<file path="config.mk">
export PLATFORM = sky130hd
export DESIGN_NAME = doorbell_unit
export DESIGN_NICKNAME = d
export VERILOG_FILES = /design/src/rtl/doorbell_pkg.sv /design/src/rtl/db_trig_dec.sv /design/src/rtl/db_group_or.sv /design/src/rtl/db_cpu_bank.sv /design/src/rtl/doorbell_unit.sv
export SDC_FILE = /design/constraint.sdc
export NUM_CORES = 1
export LEC_CHECK = 0
export BUFFER_PORTS_ARGS = -buffer_cell sky130_fd_sc_hd__buf_2
export CAP_MARGIN = 20
export CELL_PAD_IN_SITES_DETAIL_PLACEMENT = 0
export CELL_PAD_IN_SITES_GLOBAL_PLACEMENT = 1
export CORE_MARGIN = 2
export CORE_UTILIZATION = 37
export CTS_CLUSTER_SIZE = 10
export DETAILED_ROUTE_END_ITERATION = 7
export HOLD_SLACK_MARGIN = 0.08
export PLACE_DENSITY_LB_ADDON = 0.1
export SLEW_MARGIN = 15
export SYNTH_ARGS = -nofsm -noshare
export SYNTH_HDL_FRONTEND = slang
export SYNTH_SLANG_ARGS = --single-unit
</file>
<file path="constraint.sdc">
create_clock -name clk -period 2.45 [get_ports clk]
set_input_delay 0.1225 -clock clk [delete_from_list [all_inputs] [get_ports clk]]
set_output_delay 0.1225 -clock clk [all_outputs]
set_load 0.05 [all_outputs]
</file>
<file path="src/rtl/doorbell_pkg.sv">
package doorbell_pkg;
   localparam int ADDR_BITS = 12;
   localparam logic [ADDR_BITS-1:0] OFFS_TRIGGER = 12'h004;
   localparam logic [ADDR_BITS-1:0] OFFS_CAUSE   = 12'h008;
   localparam logic [ADDR_BITS-1:0] OFFS_ENABLE  = 12'h00C;
   localparam int MAX_CPUS = 4;
endpackage

</file>
<file path="src/rtl/db_trig_dec.sv">
module db_trig_dec #(
   parameter int NUM_DB = 32,
   parameter int NCPU   = 4,
   localparam int IDX_W = $clog2(NUM_DB)
) (
   input  logic                         en,
   input  logic [IDX_W-1:0]             idx,
   input  logic [NCPU-1:0]              map,
   output logic [NCPU-1:0][NUM_DB-1:0]  set_mat
);
   logic [NUM_DB-1:0] onehot;
   assign onehot = NUM_DB'(1) << idx;

   for (genvar c = 0; c < NCPU; c++) begin : g_cpu
      assign set_mat[c] = (en && map[c]) ? onehot : '0;
   end
endmodule

</file>
<file path="src/rtl/db_group_or.sv">
module db_group_or #(
   parameter int NUM_DB  = 32,
   parameter int LO      = 0,
   parameter int HI      = 7,
   parameter bit OUT_REG = 1'b0
) (
   input  logic              clk,
   input  logic              rst_n,
   input  logic [NUM_DB-1:0] cause,
   input  logic [NUM_DB-1:0] enable,
   output logic              irq
);
   logic [HI-LO:0] hit;
   logic           any_hit;

   assign hit     = cause[HI:LO] & enable[HI:LO];
   assign any_hit = |hit;

   if (OUT_REG) begin : g_reg
      always_ff @(posedge clk) begin
         if (!rst_n) irq <= 1'b0;
         else        irq <= any_hit;
      end
      AST_IRQ_LAGS: assert property (@(posedge clk) disable iff (!rst_n)
         1'b1 |=> (irq == $past(any_hit)));
   end else begin : g_comb
      assign irq = any_hit;
   end
endmodule

</file>
<file path="src/rtl/db_cpu_bank.sv">
module db_cpu_bank #(
   parameter int NUM_DB    = 32,
   parameter int IPI_LO    = 0,
   parameter int IPI_HI    = 7,
   parameter int MSI_LO    = 16,
   parameter int MSI_HI    = 31,
   parameter bit OUT_REG   = 1'b0
) (
   input  logic              clk,
   input  logic              rst_n,
   input  logic [NUM_DB-1:0] set_vec,
   input  logic              clr_we,
   input  logic [NUM_DB-1:0] clr_data,
   input  logic              en_we,
   input  logic [NUM_DB-1:0] en_data,
   output logic [NUM_DB-1:0] cause,
   output logic [NUM_DB-1:0] enable,
   output logic              ipi_irq,
   output logic              msi_irq
);
   logic [NUM_DB-1:0] keep;

   assign keep = clr_we ? clr_data : '1;

   always_ff @(posedge clk) begin
      if (!rst_n) begin
         cause  <= '0;
         enable <= '0;
      end else begin
         cause <= (cause & keep) | set_vec;
         if (en_we) enable <= en_data;
      end
   end

   db_group_or #(.NUM_DB(NUM_DB), .LO(IPI_LO), .HI(IPI_HI), .OUT_REG(OUT_REG)) u_ipi (
      .clk(clk), .rst_n(rst_n), .cause(cause), .enable(enable), .irq(ipi_irq));

   db_group_or #(.NUM_DB(NUM_DB), .LO(MSI_LO), .HI(MSI_HI), .OUT_REG(OUT_REG)) u_msi (
      .clk(clk), .rst_n(rst_n), .cause(cause), .enable(enable), .irq(msi_irq));

   AST_SET_WINS: assert property (@(posedge clk) disable iff (!rst_n)
      (|set_vec) |=> ((cause & $past(set_vec)) == $past(set_vec)));
   AST_NO_STRAY_SET: assert property (@(posedge clk) disable iff (!rst_n)
      1'b1 |=> ((cause & ~$past(cause) & ~$past(set_vec)) == '0));
   AST_IDLE_HOLD: assert property (@(posedge clk) disable iff (!rst_n)
      (!clr_we && set_vec == '0) |=> $stable(cause));
   AST_ENABLE_HOLD: assert property (@(posedge clk) disable iff (!rst_n)
      !en_we |=> $stable(enable));
endmodule

</file>
<file path="src/rtl/doorbell_unit.sv">
module doorbell_unit
   import doorbell_pkg::*;
#(
   parameter int NCPU     = 4,
   parameter int NUM_DB   = 32,
   parameter int IPI_LO   = 0,
   parameter int IPI_HI   = 7,
   parameter int MSI_LO   = 16,
   parameter int MSI_HI   = 31,
   parameter int CPU_LSB  = 8,
   parameter int CPU_ID_W = 2,
   parameter int VEC_W    = 4,
   parameter int ADDR_W   = ADDR_BITS,
   parameter bit OUT_REG  = 1'b0
) (
   input  logic                clk,
   input  logic                rst_n,
   input  logic                bus_wr,
   input  logic                bus_rd,
   input  logic                bus_global,
   input  logic [ADDR_W-1:0]   bus_addr,
   input  logic [CPU_ID_W-1:0] bus_cpu,
   input  logic [NUM_DB-1:0]   bus_wdata,
   output logic [NUM_DB-1:0]   bus_rdata,
   input  logic                msg_valid,
   input  logic [CPU_ID_W-1:0] msg_cpu,
   input  logic [VEC_W-1:0]    msg_vec,
   output logic [NCPU-1:0]     ipi_irq,
   output logic [NCPU-1:0]     msi_irq
);
   localparam int IDX_W = $clog2(NUM_DB);

   if (NCPU < 1 || NCPU > MAX_CPUS)           begin : g_bad_ncpu  $error("NCPU out of range"); end
   if (NCPU > (1 << CPU_ID_W))                begin : g_bad_idw   $error("CPU_ID_W too narrow"); end
   if (IDX_W > CPU_LSB)                       begin : g_bad_lsb   $error("index overlaps bitmap"); end
   if (CPU_LSB + NCPU > NUM_DB)               begin : g_bad_word  $error("bitmap outside word"); end
   if (IPI_HI >= NUM_DB || IPI_LO > IPI_HI)   begin : g_bad_ipi   $error("bad IPI group"); end
   if (MSI_HI >= NUM_DB || MSI_LO > MSI_HI)   begin : g_bad_msi   $error("bad MSI group"); end
   if ((1 << VEC_W) != MSI_HI - MSI_LO + 1)   begin : g_bad_vec   $error("VEC_W mismatch"); end
   if (ADDR_W != ADDR_BITS)                   begin : g_bad_addr  $error("ADDR_W mismatch"); end

   logic                        trig_we;
   logic [NCPU-1:0]             msg_map;
   logic [IDX_W-1:0]            msg_idx;
   logic [NCPU-1:0][NUM_DB-1:0] bus_set;
   logic [NCPU-1:0][NUM_DB-1:0] msg_set;
   logic [NCPU-1:0][NUM_DB-1:0] cause_all;
   logic [NCPU-1:0][NUM_DB-1:0] enable_all;

   assign trig_we = bus_wr && bus_global && (bus_addr == OFFS_TRIGGER);
   assign msg_idx = IDX_W'(MSI_LO) + IDX_W'(msg_vec);

   for (genvar c = 0; c < NCPU; c++) begin : g_map
      assign msg_map[c] = (msg_cpu == CPU_ID_W'(c));
   end

   db_trig_dec #(.NUM_DB(NUM_DB), .NCPU(NCPU)) u_bus_dec (
      .en(trig_we), .idx(bus_wdata[IDX_W-1:0]), .map(bus_wdata[CPU_LSB +: NCPU]),
      .set_mat(bus_set));

   db_trig_dec #(.NUM_DB(NUM_DB), .NCPU(NCPU)) u_msg_dec (
      .en(msg_valid), .idx(msg_idx), .map(msg_map), .set_mat(msg_set));

   for (genvar c = 0; c < NCPU; c++) begin : g_bank
      logic sel;
      assign sel = bus_wr && !bus_global && (bus_cpu == CPU_ID_W'(c));

      db_cpu_bank #(
         .NUM_DB(NUM_DB), .IPI_LO(IPI_LO), .IPI_HI(IPI_HI),
         .MSI_LO(MSI_LO), .MSI_HI(MSI_HI), .OUT_REG(OUT_REG)
      ) u_bank (
         .clk      (clk),
         .rst_n    (rst_n),
         .set_vec  (bus_set[c] | msg_set[c]),
         .clr_we   (sel && (bus_addr == OFFS_CAUSE)),
         .clr_data (bus_wdata),
         .en_we    (sel && (bus_addr == OFFS_ENABLE)),
         .en_data  (bus_wdata),
         .cause    (cause_all[c]),
         .enable   (enable_all[c]),
         .ipi_irq  (ipi_irq[c]),
         .msi_irq  (msi_irq[c])
      );
   end

   always_comb begin
      bus_rdata = '0;
      for (int c = 0; c < NCPU; c++) begin
         if (bus_rd && !bus_global && bus_cpu == CPU_ID_W'(c)) begin
            if (bus_addr == OFFS_CAUSE)       bus_rdata = cause_all[c];
            else if (bus_addr == OFFS_ENABLE) bus_rdata = enable_all[c];
         end
      end
   end

   AST_RDATA_IDLE: assert property (@(posedge clk) disable iff (!rst_n)
      !bus_rd |-> (bus_rdata == '0));
   AST_RESET_QUIET: assert property (@(posedge clk)
      $rose(rst_n) |-> (cause_all == '0 && enable_all == '0));
endmodule

</file>
==> results.sh <==
export IMPL_synth_async_sr_flop_share_pct=0
export IMPL_tritoncts="yes"
export IMPL_drive_gt1_share_pct=15.31
export IMPL_setup_violations=0
export IMPL_syn_area_um2=12280
export IMPL_synth_edf_count=0
export IMPL_fmax_mhz=427.5
export IMPL_yosysMostFrequentCell="nand2_1"
export IMPL_ys_top_cells_by_count="nand2_1 (290), dfxtp_1 (256), o21ai_0 (199)"
export IMPL_hp_class="input pin to flop"
export IMPL_path_class="input pin to flop"
export IMPL_crit_path_end_kind="flop"
export IMPL_maxCapViolations=0
export IMPL_yosys_area_top_type="dfxtp_1"
export IMPL_chipHeight_um=186.2
export IMPL_dpl_cell_count=2007
export IMPL_start_util_pct=37.66
export IMPL_ys_seq_elements=256
export IMPL_synth_top_area_share_pct=41.72
export IMPL_cp_start_kind="input pin"
export IMPL_dpl_cell_area_um2=13390
export IMPL_grt_pass1_wl_um=79390
export IMPL_yosys_warnings=0
export IMPL_hold_slack_ps=139.8
export IMPL_leakagePower_uw=0.004937
export IMPL_drv_slew=0
export IMPL_dieArea_um2=34670
export IMPL_power_switching_uw=2259
export IMPL_final_area_um2=14790
export IMPL_outcome="finished, final reports clean"
export IMPL_avgSynthCellArea_um2=7.920
export IMPL_wire_per_inst_um=25.72
export IMPL_die_w_um=186.2
export IMPL_critical_path_required_ps=2910
export IMPL_core_area_um2=32620
export IMPL_grt_max_degree=118
export IMPL_routed_wl_um=54040
export IMPL_power_frac_clock_pct=46.7
export IMPL_power_frac_seq_pct=46.3
export IMPL_cp_max_fo=31
export IMPL_syn_num_nets=1609
export IMPL_postRouteAntennaNets=0
export IMPL_grt_total_usage_pct=30.94
export IMPL_pwr_share_comb_pct=7.0
export IMPL_ios=98
export IMPL_numCtsBuffers=31
export IMPL_viasPerCell=6.206
export IMPL_worst_slew_pin_slew_ps=858.4
export IMPL_portBuffers=97
export IMPL_area_delta_synth_final_pct=20.36
export IMPL_fin_tns_setup_ps=0
export IMPL_finalHoldViolCount=0
export IMPL_rsz0062_at_grt="false"
export IMPL_fillCellCount=3358
export IMPL_antenna_found_initial=1
export IMPL_crit_arrival_ps=2800
export IMPL_drt_pre_antenna_iters=5
export IMPL_final_cells=2101
export IMPL_p_int_uw=6783
export IMPL_rows=66
export IMPL_path_clk_slew_ps=60
export IMPL_grt_pass1_vias=11675
export IMPL_drc_errors=0
export IMPL_htreeDepth=1
export IMPL_p_per_area_nw_per_um2=611.5
export IMPL_synth_area_leaders="dfxtp_1 (42%), nand2_1 (8.9%), o21ai_0 (8.1%)"
export IMPL_ys_types=44
export IMPL_num_vias=13039
export IMPL_total_power_uw=9041
export IMPL_cts_root_buf="clkbuf_16"
export IMPL_ys_seq_area_share_pct=41.72
export IMPL_grt_overflow_total=0
export IMPL_netlist_instances=1551
export IMPL_final_nets=1705
export IMPL_gp_congestion=0.9156
export IMPL_finalCritPeriodShare_pct=95.47
export IMPL_cts_sinks=256
export IMPL_insertion_delay_ps=570
export IMPL_layout_min_cycle_time_ps=2339
export IMPL_maxSlewHeadroom_pct=42.77
export IMPL_peakVddDrop_v=0.0005329
export IMPL_antenna_cells=0
export IMPL_hpwl_um=38750
export IMPL_switching_share_pct=24.98
export IMPL_clock_path_buffers=3
export IMPL_synth_main_ff_cell="dfxtp_1"
export IMPL_drtIter0Drc=1394
export IMPL_skew_ps=0
-- worst max-delay path, cell delays in order --
cell           delay [ps]
buf_2                 110
nor4_4                400
buf_6                 200
and4_4                250
nand2_1                70
buf_6                 210
o211ai_1              190
dlygate4sd3_1         580
o211ai_1               80
dlygate4sd3_1         570
-- worst paths after layout --
path	start	to	slack, ps	cells past startpoint
worst max-delay path	bus_addr[4]	g_bank[2].u_bank.cause[18]	110	10
worst min-delay path	msg_cpu[0]	g_bank[2].u_bank.cause[20]	140	5
worst max register to register	g_bank[2].u_bank.cause[18]	g_bank[2].u_bank.cause[18]	610	4
worst min register to register	g_bank[3].u_bank.enable[10]	g_bank[3].u_bank.enable[10]	470	2
-- metrics by stage --
| step | setup slack, ps | utilization (%) |
|---|---|---|
| 4_1_cts | 16.09 | 45.20 |
| 2_1_floorplan | 253.6 | - |
| 3_5_place_dp | 178.5 | 41.06 |
| 6_report | 111.1 | 45.33 |
| 3_3_place_gp | 210.7 | 41.06 |
| 5_1_grt | 28.33 | 45.33 |
-- registers in the layout (all words and copies together) (netlist names) --
name and cells:
g_bank.u_bank.enable 128, g_bank.u_bank.cause 128
-- layout make-up --
type	instances	area [µm²]	share of cell area, %
Inverter	1	3.754	0.02539
Clock buffer	42	867.1	5.864
Clock inverter	3	32.53	0.2200
Tap cell	442	553.0	3.740
Multi-Input combinational cell	1150	6599	44.63
Sequential cell	256	5125	34.66
Timing Repair Buffer	207	1605	10.86
-- power by group through the flow --
stage	Combinational, µW	Sequential (µW)	Clock (µW)
floorplan	280	4270	0
global placement	564	4270	0
global route	664	4180	4460
detailed placement	563	4270	0
finish	632	4190	4220
CTS	613	4180	4280
-- kinds of logic after synthesis --
logic type      after synthesis  share of synthesized area, %
simple gates                523                         19.40
buf+inv                     145                         4.981
mux                          33                         2.689
flops                       256                         41.72
compound gates              594                         31.21
-- metal layers --
| layer | vias up | track usage (%) | share of wire [%] |
|---|---|---|---|
| met5 | - | 0 | 0 |
| met4 | 0 | 6.992 | 2.4 |
| met3 | 77 | 8.275 | 11 |
| met2 | 655 | 40.43 | 38 |
| met1 | 6352 | 49.13 | 49 |
| li1 | 5955 | - | - |
-- cell usage in the layout, fill, tap and decap left out, drive strengths merged, types with 4 or more instances in the layout --
cell type,n
and2,9
dfxtp,256
a22oi,17
nand4,9
o21ai,221
buf,161
a221oi,48
nand2b,9
a32oi,35
o211ai,124
nor2,34
a31o,33
nor4,4
clkbuf,43
mux2i,33
nand2,290
nand3,134
nor3,13
dlygate4sd3,45
nor3b,4
a22o,16
a21oi,94
-- repair_timing --
item                       CTS  global route
hold endpoints to repair   242             0
gates resized for setup      0             5
setup endpoints to repair    0             2
setup buffers                0             4
hold buffers                45             0
(Power assumes the default switching activity.)
